**config.mk**
```make
export PLATFORM = sky130hd
export DESIGN_NAME = bcd_timekeeper
export DESIGN_NICKNAME = d
export VERILOG_FILES = /design/src/rtl/tk_pkg.sv /design/src/rtl/tk_roll_counter.sv /design/src/rtl/tk_hour_unit.sv /design/src/rtl/tk_date_unit.sv /design/src/rtl/bcd_timekeeper.sv
export SDC_FILE = /design/constraint.sdc
export NUM_CORES = 1
export LEC_CHECK = 0
export ABC_CLOCK_PERIOD_IN_PS = 5500
export CAP_MARGIN = 20
export CORE_MARGIN = 5
export CORE_UTILIZATION = 55
export CTS_CLUSTER_SIZE = 16
export DETAILED_ROUTE_END_ITERATION = 10
export PLACE_DENSITY = 0.84
export REMOVE_ABC_BUFFERS = 1
export SLEW_MARGIN = 15
export SYNTH_ARGS = -nofsm -noshare
export SYNTH_HDL_FRONTEND = slang
export SYNTH_HIERARCHICAL = 1
export SYNTH_SLANG_ARGS = --single-unit
```
**constraint.sdc**
```tcl
create_clock -name clk -period 5.5 [get_ports clk]
set_input_delay 0.825 -clock clk [delete_from_list [all_inputs] [get_ports clk]]
set_output_delay 0.825 -clock clk [all_outputs]
set_load 0.01 [all_outputs]
```
**src/rtl/tk_pkg.sv**
```systemverilog
package tk_pkg;

  localparam int BYTE_W = 8;
  localparam int ADDR_W = 3;
  localparam int NUM_REGS = 8;

  localparam logic [ADDR_W-1:0] A_SEC   = 3'd0;
  localparam logic [ADDR_W-1:0] A_MIN   = 3'd1;
  localparam logic [ADDR_W-1:0] A_HOUR  = 3'd2;
  localparam logic [ADDR_W-1:0] A_DOW   = 3'd3;
  localparam logic [ADDR_W-1:0] A_DATE  = 3'd4;
  localparam logic [ADDR_W-1:0] A_MONTH = 3'd5;
  localparam logic [ADDR_W-1:0] A_YEAR  = 3'd6;
  localparam logic [ADDR_W-1:0] A_CTRL  = 3'd7;

  typedef struct packed {
    logic       carry;
    logic [6:0] hour;
  } hour_step_t;

  // Add one to a two-digit BCD byte.
  function automatic logic [7:0] bcd_inc(input logic [7:0] v);
    if (v[3:0] >= 4'd9) bcd_inc = {v[7:4] + 4'd1, 4'd0};
    else                bcd_inc = {v[7:4], v[3:0] + 4'd1};
  endfunction

  function automatic int bcd_to_int(input logic [7:0] v);
    bcd_to_int = int'(v[7:4]) * 10 + int'(v[3:0]);
  endfunction

  function automatic logic is_leap(input logic [7:0] year_bcd);
    is_leap = (bcd_to_int(year_bcd) % 4) == 0;
  endfunction

  // Last date of a month, BCD.
  function automatic logic [7:0] month_end(input logic [7:0] mon_bcd,
                                           input logic [7:0] year_bcd);
    case (mon_bcd)
      8'h02:                      month_end = is_leap(year_bcd) ? 8'h29 : 8'h28;
      8'h04, 8'h06, 8'h09, 8'h11: month_end = 8'h30;
      default:                    month_end = 8'h31;
    endcase
  endfunction

  // One-hour advance in either format; carry marks a new day.
  function automatic hour_step_t hour_step(input logic [6:0] h);
    hour_step_t r;
    logic [7:0] inc;
    r = '0;
    if (h[6]) begin
      inc = bcd_inc({3'b000, h[4:0]});
      if (h[4:0] == 5'h11) begin
        r.hour  = {1'b1, ~h[5], 5'h12};
        r.carry = h[5];
      end else if (h[4:0] >= 5'h12) begin
        r.hour = {1'b1, h[5], 5'h01};
      end else begin
        r.hour = {1'b1, h[5], inc[4:0]};
      end
    end else begin
      inc = bcd_inc({2'b00, h[5:0]});
      if (h[5:0] >= 6'h23) begin
        r.hour  = 7'h00;
        r.carry = 1'b1;
      end else begin
        r.hour = {1'b0, inc[5:0]};
      end
    end
    hour_step = r;
  endfunction

endpackage

```
**src/rtl/tk_roll_counter.sv**
```systemverilog
module tk_roll_counter #(
  parameter int         W     = 7,
  parameter logic [7:0] LO    = 8'h00,
  parameter logic [7:0] HI    = 8'h59,
  parameter logic [7:0] MASK  = 8'h7F,
  parameter logic [7:0] RST_V = 8'h00
) (
  input  logic         clk,
  input  logic         rst_n,
  input  logic         adv_i,
  input  logic         wr_i,
  input  logic [7:0]   wr_data_i,
  output logic [W-1:0] q_o,
  output logic         carry_o
);
  import tk_pkg::*;

  logic [7:0] q8;
  logic       at_top;
  logic [7:0] nxt8;

  assign q8      = 8'(q_o);
  assign at_top  = q8 >= HI;
  assign nxt8    = at_top ? LO : bcd_inc(q8);
  assign carry_o = adv_i & at_top;

  always_ff @(posedge clk) begin
    if (!rst_n)      q_o <= W'(RST_V);
    else if (wr_i)   q_o <= W'(wr_data_i & MASK);
    else if (adv_i)  q_o <= W'(nxt8);
  end

  // R2 (also R5, R8): the top of the range wraps to the bottom
  a_r2_wrap_to_low: assert property (@(posedge clk) disable iff (!rst_n)
    (adv_i && !wr_i && q8 == HI) |=> (8'(q_o) == LO));

  a_r10_write_loads: assert property (@(posedge clk) disable iff (!rst_n)
    wr_i |=> (8'(q_o) == ($past(wr_data_i) & MASK)));

  a_r9_hold_when_idle: assert property (@(posedge clk) disable iff (!rst_n)
    (!adv_i && !wr_i) |=> $stable(q_o));

endmodule

```
**src/rtl/tk_hour_unit.sv**
```systemverilog
module tk_hour_unit (
  input  logic       clk,
  input  logic       rst_n,
  input  logic       adv_i,
  input  logic       wr_i,
  input  logic [7:0] wr_data_i,
  output logic [6:0] q_o,
  output logic       carry_o
);
  import tk_pkg::*;

  hour_step_t step;

  assign step    = hour_step(q_o);
  assign carry_o = adv_i & step.carry;

  always_ff @(posedge clk) begin
    if (!rst_n)      q_o <= 7'h00;
    else if (wr_i)   q_o <= wr_data_i[6:0];
    else if (adv_i)  q_o <= step.hour;
  end

  a_r3_midnight_24h: assert property (@(posedge clk) disable iff (!rst_n)
    (adv_i && !wr_i && q_o == 7'h23) |=> (q_o == 7'h00));

  a_r4_eleven_to_twelve: assert property (@(posedge clk) disable iff (!rst_n)
    (adv_i && !wr_i && q_o[6] && q_o[4:0] == 5'h11)
      |=> (q_o[4:0] == 5'h12 && q_o[5] != $past(q_o[5]) && q_o[6]));

  a_r4_twelve_to_one: assert property (@(posedge clk) disable iff (!rst_n)
    (adv_i && !wr_i && q_o[6] && q_o[4:0] == 5'h12)
      |=> (q_o[4:0] == 5'h01 && $stable(q_o[6:5])));

endmodule

```
**src/rtl/tk_date_unit.sv**
```systemverilog
module tk_date_unit (
  input  logic       clk,
  input  logic       rst_n,
  input  logic       adv_i,
  input  logic       wr_i,
  input  logic [7:0] wr_data_i,
  input  logic [4:0] month_i,
  input  logic [7:0] year_i,
  output logic [5:0] q_o,
  output logic       carry_o
);
  import tk_pkg::*;

  logic [7:0] last_day;
  logic [7:0] q8;
  logic       at_end;

  assign q8       = {2'b00, q_o};
  assign last_day = month_end({3'b000, month_i}, year_i);
  assign at_end   = q8 >= last_day;
  assign carry_o  = adv_i & at_end;

  always_ff @(posedge clk) begin
    if (!rst_n)      q_o <= 6'h01;
    else if (wr_i)   q_o <= wr_data_i[5:0];
    else if (adv_i)  q_o <= at_end ? 6'h01 : 6'(bcd_inc(q8));
  end

  a_r6_roll_to_first: assert property (@(posedge clk) disable iff (!rst_n)
    (carry_o && !wr_i) |=> (q_o == 6'h01));

  a_r7_feb_leap_day: assert property (@(posedge clk) disable iff (!rst_n)
    (adv_i && !wr_i && month_i == 5'h02 && q_o == 6'h28 && is_leap(year_i))
      |=> (q_o == 6'h29));

endmodule

```
**src/rtl/bcd_timekeeper.sv**
```systemverilog
module bcd_timekeeper (
  input  logic       clk,
  input  logic       rst_n,
  input  logic       tick_i,
  input  logic       wr_en_i,
  input  logic [2:0] wr_addr_i,
  input  logic [7:0] wr_data_i,
  input  logic [2:0] rd_addr_i,
  output logic [7:0] rd_data_o,
  output logic       sec_strobe_o
);
  import tk_pkg::*;

  logic [NUM_REGS-1:0] wr_hit;
  logic                halt_q;

  // named carry chain
  logic adv_sec, carry_sec, carry_min, carry_hour;
  logic carry_date, carry_month, carry_dow, carry_year;

  logic [6:0] sec_q, min_q, hour_q;
  logic [2:0] dow_q;
  logic [5:0] date_q;
  logic [4:0] month_q;
  logic [7:0] year_q;

  always_comb begin
    for (int i = 0; i < NUM_REGS; i++)
      wr_hit[i] = wr_en_i && (wr_addr_i == ADDR_W'(i));
  end

  assign adv_sec = tick_i & ~halt_q;

  tk_roll_counter #(.W(7), .LO(8'h00), .HI(8'h59), .MASK(8'h7F), .RST_V(8'h00)) u_sec (
    .clk(clk), .rst_n(rst_n), .adv_i(adv_sec), .wr_i(wr_hit[A_SEC]),
    .wr_data_i(wr_data_i), .q_o(sec_q), .carry_o(carry_sec));

  tk_roll_counter #(.W(7), .LO(8'h00), .HI(8'h59), .MASK(8'h7F), .RST_V(8'h00)) u_min (
    .clk(clk), .rst_n(rst_n), .adv_i(carry_sec), .wr_i(wr_hit[A_MIN]),
    .wr_data_i(wr_data_i), .q_o(min_q), .carry_o(carry_min));

  tk_hour_unit u_hour (
    .clk(clk), .rst_n(rst_n), .adv_i(carry_min), .wr_i(wr_hit[A_HOUR]),
    .wr_data_i(wr_data_i), .q_o(hour_q), .carry_o(carry_hour));

  tk_roll_counter #(.W(3), .LO(8'h01), .HI(8'h07), .MASK(8'h07), .RST_V(8'h01)) u_dow (
    .clk(clk), .rst_n(rst_n), .adv_i(carry_hour), .wr_i(wr_hit[A_DOW]),
    .wr_data_i(wr_data_i), .q_o(dow_q), .carry_o(carry_dow));

  tk_date_unit u_date (
    .clk(clk), .rst_n(rst_n), .adv_i(carry_hour), .wr_i(wr_hit[A_DATE]),
    .wr_data_i(wr_data_i), .month_i(month_q), .year_i(year_q),
    .q_o(date_q), .carry_o(carry_date));

  tk_roll_counter #(.W(5), .LO(8'h01), .HI(8'h12), .MASK(8'h1F), .RST_V(8'h01)) u_month (
    .clk(clk), .rst_n(rst_n), .adv_i(carry_date), .wr_i(wr_hit[A_MONTH]),
    .wr_data_i(wr_data_i), .q_o(month_q), .carry_o(carry_month));

  tk_roll_counter #(.W(8), .LO(8'h00), .HI(8'h99), .MASK(8'hFF), .RST_V(8'h00)) u_year (
    .clk(clk), .rst_n(rst_n), .adv_i(carry_month), .wr_i(wr_hit[A_YEAR]),
    .wr_data_i(wr_data_i), .q_o(year_q), .carry_o(carry_year));

  always_ff @(posedge clk) begin
    if (!rst_n) begin
      halt_q       <= 1'b0;
      sec_strobe_o <= 1'b0;
    end else begin
      if (wr_hit[A_CTRL]) halt_q <= wr_data_i[7];
      sec_strobe_o <= adv_sec;
    end
  end

  always_comb begin
    unique case (rd_addr_i)
      A_SEC:   rd_data_o = {1'b0, sec_q};
      A_MIN:   rd_data_o = {1'b0, min_q};
      A_HOUR:  rd_data_o = {1'b0, hour_q};
      A_DOW:   rd_data_o = {5'b0, dow_q};
      A_DATE:  rd_data_o = {2'b0, date_q};
      A_MONTH: rd_data_o = {3'b0, month_q};
      A_YEAR:  rd_data_o = year_q;
      default: rd_data_o = {halt_q, 7'b0};
    endcase
  end

  a_r9_halt_blocks_strobe: assert property (@(posedge clk) disable iff (!rst_n)
    halt_q |=> !sec_strobe_o);

  a_r11_strobe_follows_tick: assert property (@(posedge clk) disable iff (!rst_n)
    sec_strobe_o |-> $past(tick_i));

  a_r5_dow_with_date: assert property (@(posedge clk) disable iff (!rst_n)
    carry_date |-> carry_hour);

  a_r8_year_wrap: assert property (@(posedge clk) disable iff (!rst_n)
    (carry_year && !wr_hit[A_YEAR]) |=> (year_q == 8'h00));

  a_r1_zero_bits: assert property (@(posedge clk) disable iff (!rst_n)
    (rd_addr_i == A_CTRL) |-> (rd_data_o[6:0] == 7'b0));

endmodule

```
==> results.toml <==
[timing]
rsz0062_at_grt = "false"
hold_viol = 0
setup-violations-final = 0
fin_crit_ns = 4.674
worst_slack_ns = 0.8257
skew_ns = 0.007314
hold_slack_ns = 0.5806
finalSetupTns_ns = 0
maxSlewHeadroom_pct = 28.51
worst_pin_slew_ns = 1.068
finalCritPeriodShare_pct = 84.99
clock.fmax_mhz = 213.9
report.final.slew_viol_count = 0

[floorplan]
start_util_pct = 56.86
placeableCoreArea_sq_um = 7292
dieArea_sq_um = 9375
rows = 31
die_x_um = 96.83
ios = 27
dieHeight_um = 96.83

[power_and_ir_drop]
power_frac_seq_pct = 51.1
p_int_uw = 479.8
pwr-share-clk_pct = 30.1
max-vdd-ir-drop_v = 0.0001140
p_sw_uw = 216.6
swShare_pct = 31.11
comb_power_share_pct = 18.7
p_leak_nw = 1.651
pwr_density_cell_nw_per_um2 = 154.5

[layout]
multi_input_area_sq_um = 2929
area_delta_synth_final_pct = 8.690
stdcell_count = 602
drive_gt1_share_pct = 12.33
final_common_cell = "dfxtp_1"
seqCellArea_sq_um = 900.9
layout_common_cells = "dfxtp_1 (45), inv_1 (40), a21oi_1 (35)"
fin_nets = 553
n_antenna_cell = 0
fillerInstances = 648

[routing]
ant_nets = 0
viasPerCell = 6.654
drc = 0
wirelength_mm = 11.16
drtIter0Drc = 363
vias = 4006
wl_per_cell_um = 18.54
first_pass_iters = 5

[global_route]
grt_pass1_wl_mm = 18.40
gr-total-overflow = 0
grt_pass1_vias = 3720
grt_start_max_net_pins = 21
track_usage_pct = 23.01
antenna_found_initial = 0

[synth]
synth_area_sq_um = 4146
yosys_warnings = 6
syn_avg_cell_area_sq_um = 8.445
synthCells = 491

[clock_tree]
cts_setup_buffers = 0
cts_root_buf = "clkbuf_8"
clockBufferDepth = 2
cts.sinks = 45
cts_buffers = 5
cts_hold_buf = 0
cts_tree = "done"
cts_repair_resize_count = 0
clk_latency_ns = 0.30
cts.clk_slew.worst_paths_ns = 0.09
htree_levels = 2

[worst_setup_path]
criticalPathCategory = "input pin to flip-flop"
arrival_ns = 4.92
crit_required_ns = 5.75
critPathMaxFanout = 14
end_kind = "flip-flop"
crit_path_start_kind = "input pin"

[worst_hold_path]
hp-class = "flip-flop to flip-flop"

[placement]
numPlacedInstances = 594
post-place-ws_ns = 0.6490
hpwl_mm = 8.075
numPortBuffers = 26
gp_congestion = 0.9577

[job]
drv_cap = 0

[status]
status = "finished clean"
[final cells by class]
type	count	share of cell area, %
inverter	41	3.415
timing repair buffer	33	6.941
clock inverter	3	0.3887
sequential	45	19.99
tap	99	2.748
clock buffer	5	1.527
multi-input combinational	376	64.99
[worst max-delay path, cell delays in order]
cell and delay (ns):
clkdlybuf4s50_1 0.45, nor2b_1 0.14, buf_4 0.20, o311ai_4 0.14, inv_1 0.36, o311ai_4 0.21, inv_1 0.21, inv_1 0.12
a211oi_1 0.22, buf_4 0.25, and2_1 0.29, inv_1 0.09, nor2_1 0.53, inv_1 0.26, a2111oi_4 0.36, nand4b_1 0.16
nand3_1 0.10
[sequential cells by signal, indices dropped and copies added, names as in the netlist]
signal and cells:
halt_q 1, sec_strobe_o 1, u_date/q_o 6, u_dow/q_o 3
u_hour/q_o 7, u_min/q_o 7, u_month/q_o 5, u_sec/q_o 7
u_year/q_o 8
[power groups by stage]
stage	Combinational (mW)	Clock (mW)	Sequential, mW
detailed placement	0.127	0	0.363
CTS	0.128	0.215	0.355
global placement	0.122	0	0.363
finish	0.130	0.210	0.356
global route	0.141	0.232	0.358
floorplan	0.0726	0	0.357
[routing by layer]
layer / global-route usage [%] / up-vias / wire length (um)
li1: - / 1858 / -
met4: 6.479 / 0 / 271
met1: 29.62 / 1902 / 4586
met2: 39.17 / 218 / 5352
met5: 0 / - / 0
met3: 4.245 / 28 / 954
[final timing paths]
| kind | to | startpoint | slack, ns | cells after the start |
|---|---|---|---|---|
| setup / recovery | u_year/q_o[2] | tick_i | 0.83 | 17 |
| hold / removal | halt_q | halt_q | 0.58 | 2 |
| setup reg to reg | u_year/q_o[2] | u_sec/q_o[0] | 1.12 | 16 |
| hold reg to reg | halt_q | halt_q | 0.58 | 2 |
[metrics by stage]
step | total power [mW] | area [sq um] | utilization [%]
after floorplan | 0.4296 | 3984 | -
after global placement | 0.4851 | 4420 | 60.62
after detailed placement | 0.4903 | 4420 | 60.62
after CTS | 0.6986 | 4507 | 61.81
after global routing | 0.7321 | 4507 | 61.81
final | 0.6964 | 4507 | 61.81
No activity file was read; power rests on OpenSTA's default activity.
